[src/rtl/a429_pkg.sv]
package a429_pkg;
    localparam int WORD_W = 32;
    localparam int HALF_W = WORD_W / 2;

    typedef enum logic [1:0] {
        SER_IDLE = 2'd0,
        SER_BIT  = 2'd1,
        SER_GAP  = 2'd2
    } ser_st_e;

    // parity bit for the top position; even_sel=0 gives odd total parity
    function automatic logic par_bit(input logic [WORD_W-2:0] d, input logic even_sel);
        return even_sel ? (^d) : ~(^d);
    endfunction
endpackage

[src/rtl/a429_word_fifo.sv]
module a429_word_fifo #(
    parameter int DEPTH = 8,   // power of two
    parameter int W     = 32
) (
    input  logic         clk,
    input  logic         rst_n,
    input  logic         push,
    input  logic [W-1:0] wdata,
    input  logic         pop,
    output logic [W-1:0] rdata,
    output logic         empty,
    output logic         full
);
    localparam int AW = $clog2(DEPTH);

    typedef struct packed {
        logic [DEPTH-1:0][W-1:0] mem;
        logic [AW:0]             wp;
        logic [AW:0]             rp;
    } fifo_t;

    fifo_t st_d, st_q;

    assign empty = (st_q.wp == st_q.rp);
    assign full  = (st_q.wp[AW] != st_q.rp[AW]) && (st_q.wp[AW-1:0] == st_q.rp[AW-1:0]);
    assign rdata = st_q.mem[st_q.rp[AW-1:0]];

    always_comb begin
        st_d = st_q;
        if (push && !full) begin
            st_d.mem[st_q.wp[AW-1:0]] = wdata;
            st_d.wp = st_q.wp + (AW+1)'(1);
        end
        if (pop && !empty) begin
            st_d.rp = st_q.rp + (AW+1)'(1);
        end
    end

    always_ff @(posedge clk) begin
        if (!rst_n) st_q <= '0;
        else        st_q <= st_d;
    end

    AST_FULL_DROPS_LOAD: assert property (@(posedge clk) disable iff (!rst_n)
        (full && push && !pop) |=> $stable(st_q.wp));

    AST_POP_NONEMPTY: assert property (@(posedge clk) disable iff (!rst_n)
        pop |-> !empty);
endmodule

[src/rtl/a429_half_timer.sv]
module a429_half_timer #(
    parameter int DIV_FAST = 2,
    parameter int DIV_SLOW = 16   // must be >= DIV_FAST
) (
    input  logic clk,
    input  logic rst_n,
    input  logic clr,
    input  logic slow,
    output logic tick
);
    localparam int CW = $clog2(DIV_SLOW + 1);

    logic [CW-1:0] cnt_d, cnt_q;
    logic [CW-1:0] lim;

    assign lim  = slow ? CW'(DIV_SLOW - 1) : CW'(DIV_FAST - 1);
    assign tick = !clr && (cnt_q >= lim);

    always_comb begin
        if (clr || tick) cnt_d = '0;
        else             cnt_d = cnt_q + CW'(1);
    end

    always_ff @(posedge clk) begin
        if (!rst_n) cnt_q <= '0;
        else        cnt_q <= cnt_d;
    end
endmodule

[src/rtl/a429_shifter.sv]
module a429_shifter
    import a429_pkg::*;
#(
    parameter int DIV_FAST = 2,
    parameter int DIV_SLOW = 16,
    parameter int GAP_BITS = 4
) (
    input  logic              clk,
    input  logic              rst_n,
    input  logic              go_en,
    input  logic              q_empty,
    input  logic [WORD_W-1:0] q_head,
    input  logic              par_even,
    input  logic              rate_slow,
    output logic              q_pop,
    output logic              out_one,
    output logic              out_zero,
    output logic              busy
);
    localparam int GAP_HALVES = 2 * GAP_BITS;
    localparam int GW         = $clog2(GAP_HALVES + 1);
    localparam int BW         = $clog2(WORD_W);

    typedef struct packed {
        ser_st_e           st;
        logic [WORD_W-1:0] sh;
        logic [BW-1:0]     bitn;
        logic              nul;
        logic [GW-1:0]     gap;
    } ser_t;

    ser_t s_d, s_q;
    logic tick;
    logic tmr_clr;
    logic act;
    logic head_msb_unused;

    assign head_msb_unused = q_head[WORD_W-1];
    assign tmr_clr         = (s_q.st == SER_IDLE);

    a429_half_timer #(
        .DIV_FAST (DIV_FAST),
        .DIV_SLOW (DIV_SLOW)
    ) u_tmr (
        .clk   (clk),
        .rst_n (rst_n),
        .clr   (tmr_clr),
        .slow  (rate_slow),
        .tick  (tick)
    );

    always_comb begin
        s_d   = s_q;
        q_pop = 1'b0;
        unique case (s_q.st)
            SER_IDLE: begin
                if (go_en && !q_empty) begin
                    q_pop    = 1'b1;
                    s_d.st   = SER_BIT;
                    s_d.sh   = {par_bit(q_head[WORD_W-2:0], par_even), q_head[WORD_W-2:0]};
                    s_d.bitn = '0;
                    s_d.nul  = 1'b0;
                end
            end
            SER_BIT: begin
                if (tick) begin
                    if (!s_q.nul) begin
                        s_d.nul = 1'b1;
                    end else begin
                        s_d.nul = 1'b0;
                        s_d.sh  = s_q.sh >> 1;
                        if (s_q.bitn == BW'(WORD_W - 1)) begin
                            s_d.st  = SER_GAP;
                            s_d.gap = '0;
                        end else begin
                            s_d.bitn = s_q.bitn + BW'(1);
                        end
                    end
                end
            end
            SER_GAP: begin
                if (tick) begin
                    if (s_q.gap == GW'(GAP_HALVES - 1)) s_d.st  = SER_IDLE;
                    else                                s_d.gap = s_q.gap + GW'(1);
                end
            end
            default: s_d.st = SER_IDLE;
        endcase
    end

    always_ff @(posedge clk) begin
        if (!rst_n) s_q <= '0;
        else        s_q <= s_d;
    end

    assign act      = (s_q.st == SER_BIT) && !s_q.nul;
    assign out_one  = act &&  s_q.sh[0];
    assign out_zero = act && !s_q.sh[0];
    assign busy     = (s_q.st != SER_IDLE);

    AST_PARITY_SENSE: assert property (@(posedge clk) disable iff (!rst_n)
        (s_q.st == SER_BIT && $past(s_q.st) == SER_IDLE) |-> ((^s_q.sh) == !$past(par_even)));

    AST_RETURN_TO_ZERO: assert property (@(posedge clk) disable iff (!rst_n)
        ((out_one || out_zero) && tick) |=> !(out_one || out_zero));
endmodule

[src/rtl/a429_xmit.sv]
module a429_xmit
    import a429_pkg::*;
#(
    parameter int DEPTH    = 8,
    parameter int DIV_FAST = 2,
    parameter int DIV_SLOW = 16,
    parameter int GAP_BITS = 4
) (
    input  logic              clk,
    input  logic              rst_n,
    input  logic [HALF_W-1:0] host_d,
    input  logic              ld_lo,
    input  logic              ld_hi,
    input  logic              xmit_en,
    input  logic              par_even,
    input  logic              loop_n,
    input  logic              rate_slow,
    output logic              line_one,
    output logic              line_zero,
    output logic              lb_one,
    output logic              lb_zero,
    output logic              tx_ready,
    output logic              fifo_full
);
    typedef struct packed {
        logic [HALF_W-1:0] lo;
    } hold_t;

    hold_t h_d, h_q;

    logic              q_empty;
    logic              q_pop;
    logic [WORD_W-1:0] q_head;
    logic [WORD_W-1:0] q_word;
    logic              ser_one;
    logic              ser_zero;
    logic              ser_busy;

    always_comb begin
        h_d = h_q;
        if (ld_lo) h_d.lo = host_d;
    end

    always_ff @(posedge clk) begin
        if (!rst_n) h_q <= '0;
        else        h_q <= h_d;
    end

    assign q_word = {host_d, h_q.lo};

    a429_word_fifo #(
        .DEPTH (DEPTH),
        .W     (WORD_W)
    ) u_fifo (
        .clk   (clk),
        .rst_n (rst_n),
        .push  (ld_hi),
        .wdata (q_word),
        .pop   (q_pop),
        .rdata (q_head),
        .empty (q_empty),
        .full  (fifo_full)
    );

    a429_shifter #(
        .DIV_FAST (DIV_FAST),
        .DIV_SLOW (DIV_SLOW),
        .GAP_BITS (GAP_BITS)
    ) u_ser (
        .clk       (clk),
        .rst_n     (rst_n),
        .go_en     (xmit_en),
        .q_empty   (q_empty),
        .q_head    (q_head),
        .par_even  (par_even),
        .rate_slow (rate_slow),
        .q_pop     (q_pop),
        .out_one   (ser_one),
        .out_zero  (ser_zero),
        .busy      (ser_busy)
    );

    assign line_one  = loop_n  && ser_one;
    assign line_zero = loop_n  && ser_zero;
    assign lb_one    = !loop_n && ser_one;
    assign lb_zero   = !loop_n && ser_zero;
    assign tx_ready  = q_empty && !ser_busy;

    AST_READY_DROPS: assert property (@(posedge clk) disable iff (!rst_n)
        (ld_hi && !fifo_full) |=> !tx_ready);

    AST_PAIR_EXCLUSIVE: assert property (@(posedge clk) disable iff (!rst_n)
        !(line_one && line_zero) && !(lb_one && lb_zero));
endmodule

[config.mk]
export PLATFORM = sky130hd
export DESIGN_NAME = a429_xmit
export DESIGN_NICKNAME = d
export VERILOG_FILES = /design/src/rtl/a429_pkg.sv /design/src/rtl/a429_word_fifo.sv /design/src/rtl/a429_half_timer.sv /design/src/rtl/a429_shifter.sv /design/src/rtl/a429_xmit.sv
export SDC_FILE = /design/constraint.sdc
export NUM_CORES = 1
export LEC_CHECK = 0
export CORE_ASPECT_RATIO = 0.75
export CORE_MARGIN = 2
export CORE_UTILIZATION = 30
export DETAILED_ROUTE_END_ITERATION = 10
export PLACE_DENSITY_LB_ADDON = 0.25
export SETUP_SLACK_MARGIN = 0.3
export SYNTH_ARGS = -nofsm -noshare
export SYNTH_HDL_FRONTEND = slang
export SYNTH_SLANG_ARGS = --single-unit
[constraint.sdc]
create_clock -name clk -period 4 [get_ports clk]
set_clock_uncertainty 0.05 [all_clocks]
set_input_delay 0.8 -clock clk [delete_from_list [all_inputs] [get_ports clk]]
set_output_delay 0.8 -clock clk [all_outputs]
set_load 0.05 [all_outputs]
==> run summary <==
Area post-placement = 15600 um2
Crit end category = output pin
Reg-to-Reg Start = u_fifo.st_q[0]
DR vias = 11090
Min cycle time layout = 3.502 ns
Setup TNS = 0 ns
RSZ-0062 raised after global routing = no
Drt first-iter violations = 798
First-pass GRT wire length = 64920 um
CP Launch Point = u_fifo.st_q[6]
Critical path arrival = 2.65 ns
PortBufs = 29
Final count of pins violating max slew = 0
Worst slew margin = 0.4601
Initial Util = 0.3036
GPL Wtd Cong = 0.7108
CTS tree = built
Vias in the first global route = 10780
R2R Path End = u_ser.s_q[41]
Gr usage total = 0.1640
Die area = 51100 um2
Cells along the critical path = xor2_1 -> or4_1 -> nor3_1 -> dlygate4sd2_1
Final WL = 41390 um
TritonRoute pass-1 iters = 5
Pwr dens = 449.7 nW/um2
Commonest non-fill, non-tap cell in the layout = nand2_1
CP required = 3.15 ns
Hold Path Class = reg2reg
Antenna diode count = 0
# Post-CTS Setup Buffers = 0
Via density = 4.923
Clock slew at reported path FFs = 0.06 ns
Clock Sinks = 321
Startpoint Class = flop
Synthesis-to-layout area growth = 12.91%
TritonCTS Buffers = 35
Setup ws final = 0.4982 ns
Critical path destination = tx_ready
Routed Antenna Nets = 0
Hold-fix buffers, CTS = 0
CTS H-tree lvls = 2
Main flop type after synthesis = dfxtp_1
Final setup vio count = 0
Final Cycle Share = 0.8754
YS warnings = 0
Initial antenna violation count = 0
Filler instances = 5081
Leading area contributor after synthesis = dfxtp_1
Largest net degree at the start of global routing = 95
Clock buffer depth = 3
Max VDD drop = 0.0002672 V
Crit path max-delay cell type = dfxtp_1
Commonest cells after routing, fill and taps aside = nand2_1 (393), dfxtp_1 (318), a21boi_1 (188)
Post-Syn Instances = 1645
WS Path Type = reg2out
IO Pins = 30
Layout net count = 1617
FF-to-FF path depth = 9
Mean routed wirelength per cell = 18.38 um
Final instance area = 16690 um2
Seq/Total Area, Yosys = 0.4346
#FFs+latches synth = 321
Mean post-synth cell area = 8.988 um2
Status = finished clean
Row count = 70
Total gr overflow = 0
Pre-CTS setup slack = 0.3514 ns
Die Span Y = 196.3 um
Async set or reset register ratio after synthesis = 0
Slew @ Worst Pin = 0.8068 ns
Clock latency on the worst-skew pair = 0.53 ns
Post-Syn Nets = 1678
Post-synthesis cell type count = 42
Fraction of layout cells with a size suffix above 1 = 0.09414
Max Fclk = 0.2856 GHz
Crit-path max FO = 15
# DRC = 0
Post-synth EDFFs = 0
Max Cap Violations = 0
Core Util, Final = 0.3428
Cell leakage power = 5.420 nW
Main area contributors after synthesis = dfxtp_1 (43%), nand2_1 (10%), mux2i_1 (9.5%), a21boi_1 (9.5%), nor2b_1 (4.7%)
Syn Std Cell Area = 14790 um2
Root Buffer = clkbuf_16
Die W = 260.3 um
CP max stage delay = 0.67 ns
Post-DP HPWL = 22910 um
Core footprint = 48700 um2
Final hold violation count = 0
Share of the synthesized area in the top cell type = 0.4346
Reg2Reg Setup Slack = 0.95 ns
-- final cells by class --
class | count | area (um2) | area share
multi-input combinational | 1160 | 7730 | 0.4630
sequential | 321 | 6432 | 0.3853
clock buffer | 53 | 1046 | 0.06266
tap | 648 | 810.8 | 0.04857
timing repair buffer | 58 | 595.6 | 0.03568
clock inverter | 4 | 48.80 | 0.002923
inverter | 8 | 30.03 | 0.001799
-- synthesized netlist by cell type (3+ instances only) --
cell type	n
buf_4	7
and3_1	3
nor2b_1	112
a211oi_1	31
nor2_1	51
o21ai_0	6
buf_6	5
nand2_1	393
nand3_1	9
clkbuf_1	132
mux2i_1	141
xor2_1	14
dfxtp_1	321
o22ai_1	31
a21oi_2	27
nand3b_1	3
a21boi_1	188
nand4_1	4
nor3_1	4
xnor2_1	33
a21oi_1	38
ha_1	9
and2_1	6
a21boi_0	4
nor3b_1	5
mux4_2	31
buf_2	11
inv_1	7
-- kinds of logic (layout without fill, tap and decap cells) --
family / count (synthesis) / in the layout / share of synthesized area
XOR/XNOR: 48 / 48 / 0.02894
multiplexers: 172 / 172 / 0.1427
buffers and inverters: 164 / 123 / 0.04688
AND/OR/NAND/NOR: 600 / 600 / 0.1793
flip-flops: 321 / 321 / 0.4346
adder cells (fa/ha/maj): 9 / 9 / 0.007616
AO/OA/AOI/OAI: 331 / 331 / 0.1599
-- critical path: cells and delay by family, from the launching register on --
family	cells	cell delay (ns)
xor gates and xnor gates	1	0.15
buffers and inverters	1	0.56
and+or+nand+nor	2	0.75
DFF	1	0.67
-- power breakdown --
| group | internal, mW | switching (mW) | leakage (nW) | total (mW) |
|---|---|---|---|---|
| clock | 1.86 | 1.31 | 0.537 | 3.17 |
| combinational | 0.421 | 0.562 | 2.29 | 0.983 |
| sequential | 3.27 | 0.0835 | 2.60 | 3.36 |
| total | 5.56 | 1.95 | 5.42 | 7.51 |
-- layer usage --
layer | up-vias | wire (um) | track usage
met1 | 5448 | 20710 | 0.2373
met5 | - | 0 | 0
li1 | 5398 | - | -
met4 | 0 | 667 | 0.03598
met2 | 194 | 18130 | 0.2555
met3 | 46 | 1890 | 0.02610
-- through the flow --
| stage | hold slack, ns | power, mW | cells |
|---|---|---|---|
| 3_3_place_gp | 0.3873 | 4.414 | 2195 |
| 4_1_cts | 0.4015 | 7.608 | 2252 |
| 5_1_grt | 0.4154 | 7.835 | 2252 |
| 2_1_floorplan | 0.3802 | 4.186 | 1645 |
| 3_5_place_dp | 0.3937 | 4.425 | 2195 |
| 6_report | 0.4005 | 7.507 | 2252 |
-- what timing repair did --
item                       in CTS  in global routing
setup endpoints to repair       1                  1
pin swaps                       0                  0
gates resized for setup         1                  1
-- flip-flops by register name (all words and copies together), names as in the netlist --
| signal | count |
|---|---|
| u_ser.s_q | 44 |
| h_q | 16 |
| u_fifo.st_q | 256 |
| u_ser.u_tmr.cnt_q | 5 |
-- how the worst min path moves through the flow --
stage                         start              endpoint  cells past startpoint
2_1_floorplan  u_ser.u_tmr.cnt_q[0]  u_ser.u_tmr.cnt_q[0]                      1
4_1_cts             u_fifo.st_q[94]       u_fifo.st_q[94]                      2
3_5_place_dp        u_fifo.st_q[94]       u_fifo.st_q[94]                      2
6_report            u_fifo.st_q[86]       u_fifo.st_q[86]                      2
3_3_place_gp        u_fifo.st_q[68]       u_fifo.st_q[68]                      2
5_1_grt            u_fifo.st_q[179]      u_fifo.st_q[179]                      2
No activity file was read; power rests on OpenSTA's default activity.
